### config.mk
export PLATFORM = sky130hd
export DESIGN_NAME = mw_eeprom_reader
export DESIGN_NICKNAME = d
export VERILOG_FILES = /design/src/rtl/mw_eeprom_reader.sv
export SDC_FILE = /design/constraint.sdc
export NUM_CORES = 1
export LEC_CHECK = 0
export ABC_AREA = 1
export CAP_MARGIN = 40
export CORE_MARGIN = 2
export CORE_UTILIZATION = 54
export DETAILED_ROUTE_END_ITERATION = 8
export PLACE_DENSITY_LB_ADDON = 0.05
export SETUP_SLACK_MARGIN = 0.3
export SLEW_MARGIN = 20
export SYNTH_ARGS = -nofsm -noshare
export SYNTH_HDL_FRONTEND = slang
export SYNTH_SLANG_ARGS = --single-unit
### constraint.sdc
create_clock -name clk -period 1.95 [get_ports clk]
set_input_delay 0.39 -clock clk [delete_from_list [all_inputs] [get_ports clk]]
set_output_delay 0.39 -clock clk [all_outputs]
set_load 0.05 [all_outputs]
### src/rtl/mw_eeprom_reader.sv
module mw_eeprom_reader #(
  parameter int DIV_W    = 8,
  parameter int WORD_W   = 16,
  parameter int SMALL_AW = 6,
  parameter int LARGE_AW = 8
) (
  input  logic                clk,
  input  logic                rst_n,
  input  logic                start,
  input  logic                wide_sel,
  input  logic [LARGE_AW-1:0] addr,
  input  logic [DIV_W-1:0]    half_period,
  input  logic                ee_do,
  output logic                ee_cs,
  output logic                ee_sk,
  output logic                ee_di,
  output logic                busy,
  output logic                done,
  output logic [WORD_W-1:0]   rdata
);

  localparam int CMD_MAX   = 3 + LARGE_AW;
  localparam int SMALL_LEN = 3 + SMALL_AW;
  localparam int IDX_W     = $clog2(CMD_MAX + WORD_W);
  localparam logic [IDX_W-1:0] LAST_LARGE = IDX_W'(CMD_MAX - 1);
  localparam logic [IDX_W-1:0] LAST_SMALL = IDX_W'(SMALL_LEN - 1);
  localparam logic [IDX_W-1:0] LAST_WORD  = IDX_W'(WORD_W - 1);

  typedef enum logic [1:0] {S_IDLE, S_CMD, S_DATA} state_t;

  state_t              state;
  logic [CMD_MAX-1:0]  frame_q;
  logic [IDX_W-1:0]    bits_q;
  logic [DIV_W-1:0]    cnt_q;
  logic [WORD_W-2:0]   shift_q;
  logic [DIV_W-1:0]    plen;
  logic [CMD_MAX-1:0]  frame_new;

  assign plen = (half_period == '0) ? DIV_W'(1) : half_period;
  assign busy = (state != S_IDLE);
  assign frame_new = wide_sel
    ? {3'b110, addr}
    : {3'b110, addr[SMALL_AW-1:0], {(LARGE_AW-SMALL_AW){1'b0}}};

  always_ff @(posedge clk or negedge rst_n) begin
    if (!rst_n) begin
      state   <= S_IDLE;
      frame_q <= '0;
      bits_q  <= '0;
      cnt_q   <= '0;
      shift_q <= '0;
      ee_cs   <= 1'b0;
      ee_sk   <= 1'b0;
      ee_di   <= 1'b0;
      done    <= 1'b0;
      rdata   <= '0;
    end else begin
      done <= 1'b0;
      case (state)
        S_IDLE: if (start) begin
          state   <= S_CMD;
          frame_q <= frame_new;
          bits_q  <= wide_sel ? LAST_LARGE : LAST_SMALL;
          cnt_q   <= plen - DIV_W'(1);
          ee_cs   <= 1'b1;
          ee_sk   <= 1'b0;
          ee_di   <= frame_new[CMD_MAX-1];
        end
        default: begin
          if (cnt_q != '0) begin
            cnt_q <= cnt_q - DIV_W'(1);
          end else if (!ee_sk) begin
            ee_sk <= 1'b1;
            cnt_q <= plen - DIV_W'(1);
          end else begin
            ee_sk <= 1'b0;
            cnt_q <= plen - DIV_W'(1);
            if (state == S_CMD) begin
              frame_q <= frame_q << 1;
              if (bits_q == '0) begin
                state  <= S_DATA;
                bits_q <= LAST_WORD;
                ee_di  <= 1'b0;
              end else begin
                bits_q <= bits_q - IDX_W'(1);
                ee_di  <= frame_q[CMD_MAX-2];
              end
            end else begin
              shift_q <= {shift_q[WORD_W-3:0], ee_do};
              if (bits_q == '0) begin
                state <= S_IDLE;
                ee_cs <= 1'b0;
                ee_di <= 1'b0;
                done  <= 1'b1;
                rdata <= {shift_q, ee_do};
              end else begin
                bits_q <= bits_q - IDX_W'(1);
              end
            end
          end
        end
      endcase
    end
  end

  // data to the EEPROM holds while the serial clock is high
  a_r4_di_steady: assert property (@(posedge clk) disable iff (!rst_n)
    ee_sk |-> $stable(ee_di));

  // the serial clock only toggles inside a selected transfer
  a_r7_sk_under_cs: assert property (@(posedge clk) disable iff (!rst_n)
    ee_sk |-> ee_cs);

  // all lines are low whenever no transfer runs
  a_r7_idle_lines: assert property (@(posedge clk) disable iff (!rst_n)
    !busy |-> (!ee_cs && !ee_sk && !ee_di));

  // done closes a busy period
  a_r8_done_after_busy: assert property (@(posedge clk) disable iff (!rst_n)
    done |-> (!busy && $past(busy)));

  // done lasts one cycle
  a_r8_done_single: assert property (@(posedge clk) disable iff (!rst_n)
    done |=> !done);

  // a request seen while busy starts nothing new
  a_r9_no_restart: assert property (@(posedge clk) disable iff (!rst_n)
    (busy && start && !$past(done)) |=> (busy || done));

endmodule

## After elaboration in Yosys (flattened, before gate mapping)

Index checks and enable logic that the tools add are counted.

- Word-level logic and storage cells: 84
- Register bits: 60
- Input port bits: 21
- Output and inout port bits: 21

- Bitwise operators: 3
- Equal/unequal tests: 5
- Multiplexer cells: 46
- Add/sub/neg operators: 3
- Reductions and logical operators: 17

Operators by type and width:

| operator | count |
|---|---|
| $mux W10 | 5 |
| $mux W8 | 5 |
| $mux W5 | 7 |
| $mux W1 | 21 |
| $reduce_and A4 Y1 | 5 |
| $mux W2 | 8 |
| $sub A8 B1 Y8 const B | 2 |
| $reduce_and A5 Y1 | 2 |
| $logic_not A8 Y1 | 1 |
| $reduce_bool A2 Y1 | 4 |
| $reduce_bool A8 Y1 | 1 |
| $logic_not A5 Y1 | 1 |
| $sub A5 B1 Y5 const B | 1 |
| $ne A2 B1 Y1 const B | 2 |
| $ne A3 B2 Y1 const B | 1 |
| $not A1 Y1 | 3 |
| $reduce_bool A3 Y1 | 1 |
| $eq A2 B1 Y1 const B | 1 |
| $logic_not A2 Y1 | 1 |
| $ne A2 B2 Y1 const B | 1 |
| $reduce_and A2 Y1 | 1 |

## Longest topological paths before layout

Gate-level depths: netlist of run 1.

- Depth in word-level cells: 6
- Mapped depth: 12
- Gate-level depth less buffers: 12

## Worst setup path before layout of run 1

Ideal clock, no wire load.

- Path type: input -> register
- Start point: in half_period[3]
- End point: reg cnt_q[4]
- Path slack: 0.352 ns
- Setup time: 0.117 ns
- Cell stages on the path: 12
- Path buffers: 0
- Arrival: 1.481 ns
- Required time: 1.833 ns
- Cells stage by stage: nor2_1 -> nand2_1 -> inv_1 -> nand2_1 -> nand2_1 -> inv_1 -> ha_1 -> nand2_1 -> xor2_1 -> nand2_1 -> nand3_1 -> nand2_1

- Cells in the longest elaborated chain, start to end: 5
- Elaborated cells on any way between the ends: 6
- Classes of those cells: add/sub: 1; mux: 4; reduce/logical: 1

Ends and longest elaborated chain:

| element | line | text |
|---|---|---|
| start, declared | 12 | `input logic [DIV_W-1:0] half_period,` |
| $logic_not A8 Y1 | 39 | `assign plen = (half_period == '0) ? DIV_W'(1) : half_period;` |
| $mux W8 (*) | 39 |  |
| $sub A8 B1 Y8 (*) | 64, 74, 77 |  |
| $mux W8, on equally long branches | 70, 60 |  |
| $mux W8 (*) | 59 | `case (state)` |
| end signal, assigned | 64 | `cnt_q <= plen - DIV_W'(1);` |
| end signal, assigned | 74 | `cnt_q <= plen - DIV_W'(1);` |
| end signal, assigned | 77 | `cnt_q <= plen - DIV_W'(1);` |
| end, declared | 34 | `logic [DIV_W-1:0] cnt_q;` |

Every way passes the cells marked *; elsewhere a longest branch is shown, timed or not. The select of a mux whose other input is x is not followed.
A chain may end at the register's enable or synchronous reset.

## Worst setup path after layout of run 1

- Start point: reg cnt_q[2]
- End point: reg bits_q[0]

- Cells in the longest elaborated chain, start to end: 3

Ends and longest elaborated chain:

| element | line | text |
|---|---|---|
| start signal, assigned | 64 |  |
| start signal, assigned | 71 | `cnt_q <= cnt_q - DIV_W'(1);` |
| start signal, assigned | 74 |  |
| $reduce_bool A8 Y1 | 70 | `if (cnt_q != '0) begin` |
| $ne A2 B1 Y1 (no line) | - |  |
| $reduce_and A4 Y1 (no line) | - |  |
| end signal, assigned | 63 | `bits_q <= wide_sel ? LAST_LARGE : LAST_SMALL;` |
| end signal, assigned | 85 | `bits_q <= bits_q - IDX_W'(1);` |
| end signal, assigned | 97 | `bits_q <= bits_q - IDX_W'(1);` |
| end, declared | 33 | `logic [IDX_W-1:0] bits_q;` |

No other way between the ends.

==> flow_summary.json, run 1 <==
{
  "outcome": "finished clean",
  "drt.antenna.violating_nets": 0,
  "setup_viol": 0,
  "port_buffers": 41,
  "antenna_found_initial": 0,
  "synth_seq_cells": 60,
  "crit_fanout": 7,
  "gp_congestion": 0.9164,
  "maxSlewHeadroom_pct": 65.94,
  "cp.arrival_ns": 1.85,
  "fin_crit_ns": 1.644,
  "mostFrequentLayoutCell": "nand2_1",
  "core_region_area_mm2": 0.005439,
  "diodes": 0,
  "grt_pass1_wl_um": 11270,
  "drtPass1Iterations": 4,
  "max_clock_freq_ghz": 0.6084,
  "cp_slowest_cell": "dfrtp_1",
  "drv_cap": 0,
  "syn_to_final_growth_pct": 38.21,
  "grt_overflow_total": 0,
  "critPathRequiredTime_ns": 2.16,
  "grt_max_degree": 42,
  "crit_path_end_kind": "register",
  "hpwl_um": 4535,
  "viasPerCell": 5.176,
  "path_clk_slew_ns": 0.07,
  "drive_gt1_share_pct": 20.04,
  "crit_chain": "nor2_2 > nand2_1 > inv_1 > nand2_2 > nand2_2 > buf_4 > nand3_4 > nand2_1 > o21ai_0",
  "die_x_um": 78.53,
  "postSynthCellCount": 387,
  "rsz0062_at_grt": "yes",
  "num_io_pins": 42,
  "criticalPathCategory": "register to register",
  "use_met1_pct": 30.31,
  "h-tree-depth": 3,
  "crit_path_start_kind": "register",
  "busiest_layer": "met2",
  "worst_slew_pin_slew_ns": 0.5109,
  "cp-startpoint": "cnt_q[2]$_DFFE_PN0P_",
  "first_iter_violations": 177,
  "min_period_over_period_pct": 84.29,
  "synthDistinctLibCells": 27,
  "wl_um": 7301,
  "drc_errors": 0,
  "syn-num-nets": 412,
  "drv_slew": 0,
  "die_area_mm2": 0.006166,
  "netlist_area_mm2": 0.002999,
  "reg2reg_from": "cnt_q[2]$_DFFE_PN0P_",
  "initial_core_util_pct": 55.14,
  "cts-root-buf": "clkbuf_8",
  "skew_ns": 0.006072,
  "slowest_delay_ns": 0.44,
  "powerDensity_mw_per_mm2": 1207,
  "clk_latency_ns": 0.34,
  "synth.avg_cell_area_um2": 7.750,
  "p_leak_nw": 2.114,
  "grt_pass1_vias": 2591,
  "cts_buffers": 9,
  "grtUsageTotal_pct": 23.33,
  "postLayoutCellArea_mm2": 0.004145,
  "use_met2_pct": 37.86,
  "cts_sinks": 60,
  "total_power_mw": 5.004,
  "use_met3_pct": 4.138,
  "ctsHoldBuffers": 0,
  "vias": 2826,
  "crit_family": "simple AND/OR/NAND/NOR gates",
  "cts_buffer_depth": 2,
  "hold_violations": 0,
  "worst-path-buf-inv": 2,
  "wl_per_cell_um": 13.37,
  "layout_common_cells": "nand2_1 (113), dfrtp_1 (59), inv_1 (41)",
  "die_height_um": 78.53,
  "rows": 27,
  "placed_cells": 511,
  "utilization_pct": 76.21,
  "yosys_warnings": 0,
  "place_area_mm2": 0.003637,
  "vdd_ir_drop_max_mv": 0.8030,
  "stdcell_count": 546,
  "hold_class": "input port to asynchronous set/reset pin",
  "fin_nets": 494,
  "cts_tree": "built",
  "seq_area_frac_synth_pct": 50.06
}
==> sequential cells by signal, summed over array words and instances (netlist names) <==
register,count
rdata,16
shift_q,15
frame_q,10
cnt_q,8
bits_q,5
state,2
done,1
ee_cs,1
ee_di,1
ee_sk,1
==> final timing paths <==
check / endpoint / slack, ns / depth (start not counted)
hold reg to reg: rdata[15]$_DFFE_PN0P_ / 0.47 / 2
min in group clk: cnt_q[7]$_DFFE_PN0P_ / 0.42 / 4
hold / removal: cnt_q[3]$_DFFE_PN0P_ / 0.02 / 1
setup / recovery: bits_q[0]$_DFFE_PN0P_ / 0.31 / 9
setup reg to reg: bits_q[0]$_DFFE_PN0P_ / 0.31 / 9
max in group asynchronous: done$_DFF_PN0_ / 1.34 / 2
==> synth_stat cells <==
library cell  count  area [um^2]
o21ai_0          37        185.2
nand3_1          23        115.1
o21a_1            1        7.510
nor2_2            1        6.260
nand4_1           8        50.05
inv_1            47        176.4
nor2_1           37        138.9
o21bai_1          1        7.510
or2_2             1        6.260
buf_2             6        30.03
nand2_1         119        446.7
o21ai_1          12        60.06
a22oi_1           7        52.55
dfrtp_1          60         1501
buf_4             1        7.510
nor2_4            3        33.78
xor2_1            3        26.28
a21oi_1           4        20.02
inv_2             1        3.750
nand3b_1          1        7.510
a31oi_1           1        6.260
ha_1              4        50.05
xnor2_1           2        17.52
nand3_2           1        10.01
clkbuf_1          4        15.01
nor2b_1           1        6.260
nand2_4           1        11.26
==> power breakdown <==
part	total [mW]	switching (mW)	internal (mW)	leakage, nW
Combinational	2.00	1.16	0.838	1.21
Sequential	1.75	0.235	1.51	0.783
Clock	1.26	0.506	0.754	0.116
Total	5.00	1.90	3.10	2.11
==> through the flow <==
stage / hold WS, ns / setup TNS [ns] / setup WS, ns
finish: 0.01544 / 0 / 0.3064
global route: 0.04995 / 0 / 0.1902
CTS: 0.01899 / 0 / 0.1169
detailed placement: 0.3772 / -0.2469 / -0.1446
global placement: 0.3796 / -0.08942 / -0.08942
floorplan: 0.09441 / 0 / 0.3520
==> area by class of cell <==
cell class | instances | area [um^2]
multi-input combinational | 268 | 1356
sequential | 60 | 1503
fill | 403 | 1294
timing repair buffer | 82 | 788.3
clock inverter | 6 | 87.58
inverter | 48 | 182.7
tap | 72 | 90.09
clock buffer | 10 | 137.6
==> logic make-up (layout without fill, tap and decap cells) <==
group / Yosys count / in the layout / share of synthesized area [%]
AOI/OAI and AO/OA: 63 / 63 / 11.31
xor gates and xnor gates: 5 / 5 / 1.460
adders and majority gates: 4 / 4 / 1.669
buffers and inverters: 59 / 146 / 7.760
DFF: 60 / 60 / 50.06
and+or+nand+nor: 196 / 196 / 27.74
==> per-layer routing <==
metal,routed length (um),vias to the layer above,part of all wire (%)
met2,3593,77,49
met1,3213,1332,44
met5,0,-,0
met3,297,21,4.1
met4,195,0,2.7
li1,-,1396,-
==> repair_timing <==
action / in CTS / in global routing
buffers inserted: 4 / 14
hold endpoints to repair: 0 / 0
pin swaps: 4 / 11
setup endpoints to repair: 59 / 64
gates cloned: 0 / 1
gates resized for setup: 24 / 44
No activity file was read; power rests on OpenSTA's default activity.
==> inputs of run 2 (changes only) <==
--- a/config.mk
+++ b/config.mk
@@ -8,7 +8,7 @@
 export ABC_AREA = 1
 export CAP_MARGIN = 40
 export CORE_MARGIN = 2
-export CORE_UTILIZATION = 54
+export CORE_UTILIZATION = 49
 export DETAILED_ROUTE_END_ITERATION = 8
 export PLACE_DENSITY_LB_ADDON = 0.05
 export SETUP_SLACK_MARGIN = 0.3
==> constraint.sdc (replaced) <==
create_clock -name clk -period 1.5 [get_ports clk]
set_input_delay 0.3 -clock clk [delete_from_list [all_inputs] [get_ports clk]]
set_output_delay 0.3 -clock clk [all_outputs]
set_load 0.05 [all_outputs]
==> run 2 against run 1 <==
The flow now finishes with violations (setup timing). Combinational power increased by 80%. Die area is 9.7% higher. Core utilization increased by 9.4 points. Non-clock buffer count is 46 higher. Sequential power up 29%. Clock skew up 0.0079 ns. Via count up 15%. Cell count increased by 9.0%. First-iteration DRC count increased by 19%. Register-to-register slack lost 0.42 ns. Routed wire length grew 36%. Largest power group unchanged.
==> flow_summary.json, run 2 (synthesis results as in run 1) <==
{
  "cp.arrival_ns": 1.85,
  "drive_gt1_share_pct": 42.50,
  "setup_viol": 53,
  "cts_tree": "built",
  "p_clk_share_pct": 18.4,
  "worstHoldPathCells": 4,
  "drc_errors": 0,
  "worst-path-buf-inv": 2,
  "grt_overflow_total": 0,
  "combPwrFrac_pct": 50.2,
  "cts_buffers": 9,
  "mostFrequentLayoutCell": "nand2_1",
  "drv_slew": 0,
  "internal_power_mw": 4.188,
  "diodes": 0,
  "gp_congestion": 0.8898,
  "drv_cap": 0,
  "first_iter_violations": 211,
  "wl_per_cell_um": 16.68,
  "clk_latency_ns": 0.36,
  "critPathRequiredTime_ns": 1.73,
  "largest_reg_flops": 16,
  "powerDensity_mw_per_mm2": 1416,
  "slowest_delay_ns": 0.41,
  "cp_slowest_cell": "dfrtp_1",
  "rows": 28,
  "port_buffers": 41,
  "maxSlewHeadroom_pct": 78.54,
  "die_x_um": 82.24,
  "syn_to_final_growth_pct": 69.04,
  "fin_crit_ns": 1.615,
  "min_from": "half_period[7]",
  "stdcell_count": 595,
  "min_period_over_period_pct": 107.7,
  "drt.antenna.violating_nets": 0,
  "seq_power_share_pct": 31.4,
  "ff2ff_path_depth": 10,
  "holdWs_ns": 0.4227,
  "grt_max_degree": 61,
  "hold_violations": 0,
  "crit_family": "simple AND/OR/NAND/NOR gates",
  "viasPerCell": 5.457,
  "grtUsageTotal_pct": 28.31,
  "pre_cts_ws_ns": -0.4325,
  "antenna_found_initial": 0,
  "layout_common_cells": "nand2_1 (84), buf_4 (67), dfrtp_1 (58)",
  "hpwl_um": 4926,
  "rsz0062_at_grt": "yes",
  "reg2reg_from": "cnt_q[0]$_DFFE_PN0P_",
  "outcome": "finished, violations left",
  "largestRegisters": "rdata: 16 flops, shift_q: 15 flops, frame_q: 10 flops",
  "placed_cells": 530,
  "crit_fanout": 20,
  "r2r_end": "frame_q[5]$_DFFE_PN0P_",
  "setup_ws_ns": -0.1155,
  "path_clk_slew_ns": 0.08,
  "criticalPathCategory": "register to register",
  "die_area_mm2": 0.006763,
  "fin_setup_tns_ns": -2.665,
  "h-tree-depth": 3,
  "crit_chain": "inv_2 > ha_4 > nand2_1 > nor2_1 > nand2_1 > nand2_4 > nand3_2 > buf_12 > nand2_1 > o21ai_1",
  "r2r_slack_ns": -0.12,
  "crit_path_end_kind": "register",
  "min_to": "cnt_q[7]$_DFFE_PN0P_",
  "wl_um": 9926,
  "drtPass1Iterations": 4,
  "core_region_area_mm2": 0.005921,
  "initial_core_util_pct": 50.66,
  "p_leak_nw": 2.407,
  "cts_buffer_depth": 2,
  "crit_top_cell": "nand2_1",
  "die_height_um": 82.24,
  "place_area_mm2": 0.004101,
  "violations": "setup timing",
  "worst_slew_pin_slew_ns": 0.3219,
  "num_io_pins": 42,
  "switching_share_pct": 41.66,
  "skew_ns": 0.01399,
  "grt_pass1_vias": 3078,
  "fin_nets": 540,
  "hold_class": "input port to register",
  "vias": 3247,
  "crit_path_start_kind": "register",
  "total_power_mw": 7.179,
  "max_clock_freq_ghz": 0.6190,
  "postLayoutCellArea_mm2": 0.005070,
  "utilization_pct": 85.63,
  "grt_pass1_wl_um": 14330,
  "vdd_ir_drop_max_mv": 1.184,
  "largest_register": "rdata",
  "p_switching_mw": 2.991,
  "cts-root-buf": "clkbuf_8",
  "cts_sinks": 60
}
run 2: cell count changes in the layout (fill, tap and decap cells not counted), sizes merged:
cell / change
buf: +64
dlymetal6s2s: -7
clkbuf: -2
clkdlybuf4s15: -4
dlygate4sd3: +1
bufinv: -2
clkinv: +2
clkinvlp: +1
dlygate4sd2: -7
run 2: layer usage:
metal | GRT usage, % | up-vias | part of all wire [%]
met2 | 47.02 | 131 | 51
met3 | 6.087 | 35 | 4.7
met1 | 34.90 | 1586 | 41
li1 | - | 1495 | -
met5 | 0 | - | 0
met4 | 14.00 | 0 | 3.5
run 2: worst max-delay path by stage:
stage                         start  slack [ns]  cells past startpoint                      to
2_1_floorplan  cnt_q[0]$_DFFE_PN0P_        0.07                      8    rdata[3]$_DFFE_PN0P_
3_3_place_gp         half_period[1]       -0.38                     13    cnt_q[4]$_DFFE_PN0P_
3_5_place_dp         half_period[1]       -0.43                     13    cnt_q[4]$_DFFE_PN0P_
4_1_cts        cnt_q[0]$_DFFE_PN0P_        0.02                      9    rdata[0]$_DFFE_PN0P_
5_1_grt        cnt_q[0]$_DFFE_PN0P_       -0.18                     10  frame_q[9]$_DFFE_PN0P_
6_report       cnt_q[0]$_DFFE_PN0P_       -0.12                     10  frame_q[5]$_DFFE_PN0P_
run 2: area by class of cell:
class                   instances  area, um^2
inverters                      48       197.7
repair buffers                128        1438
multi-input cells             268        1660
clock inverters                 7       52.55
clock buffers                   9       123.9
well taps                      75       93.84
fillers                       289       850.8
flip-flops and latches         60        1504
run 2: tightest hold or removal path: stages:
cell	delay [ns]
dlygate4sd2_1	0.22
buf_4	0.11
nand3_2	0.07
nand2_1	0.05
run 2: power groups by stage:
stage,clock [mW],combinational [mW],sequential (mW)
after detailed placement,0,2.59,2.27
after CTS,1.33,3.07,2.22
final,1.32,3.60,2.25
after floorplan,0,1.59,2.32
after global placement,0,2.49,2.26
after global routing,1.42,3.87,2.29
run 2: repair_timing:
item                                   CTS  global route
pin swaps                               17            18
hold buffers                             1             0
endpoints found under the hold margin   60             0
buffers inserted                        33            11
setup endpoints to repair               81            81
gates resized for setup                 64            67
cloned                                   4             0
==> inputs of run 3 (changes only) <==
--- a/config.mk
+++ b/config.mk
@@ -10,6 +10,7 @@
 export CORE_MARGIN = 2
 export CORE_UTILIZATION = 49
 export DETAILED_ROUTE_END_ITERATION = 8
+export GPL_ROUTABILITY_DRIVEN = 0
 export PLACE_DENSITY_LB_ADDON = 0.05
 export SETUP_SLACK_MARGIN = 0.3
 export SLEW_MARGIN = 20
==> results of run 3 <==
Same layout as run 2: the final DEF is identical, and so are final timing and power.
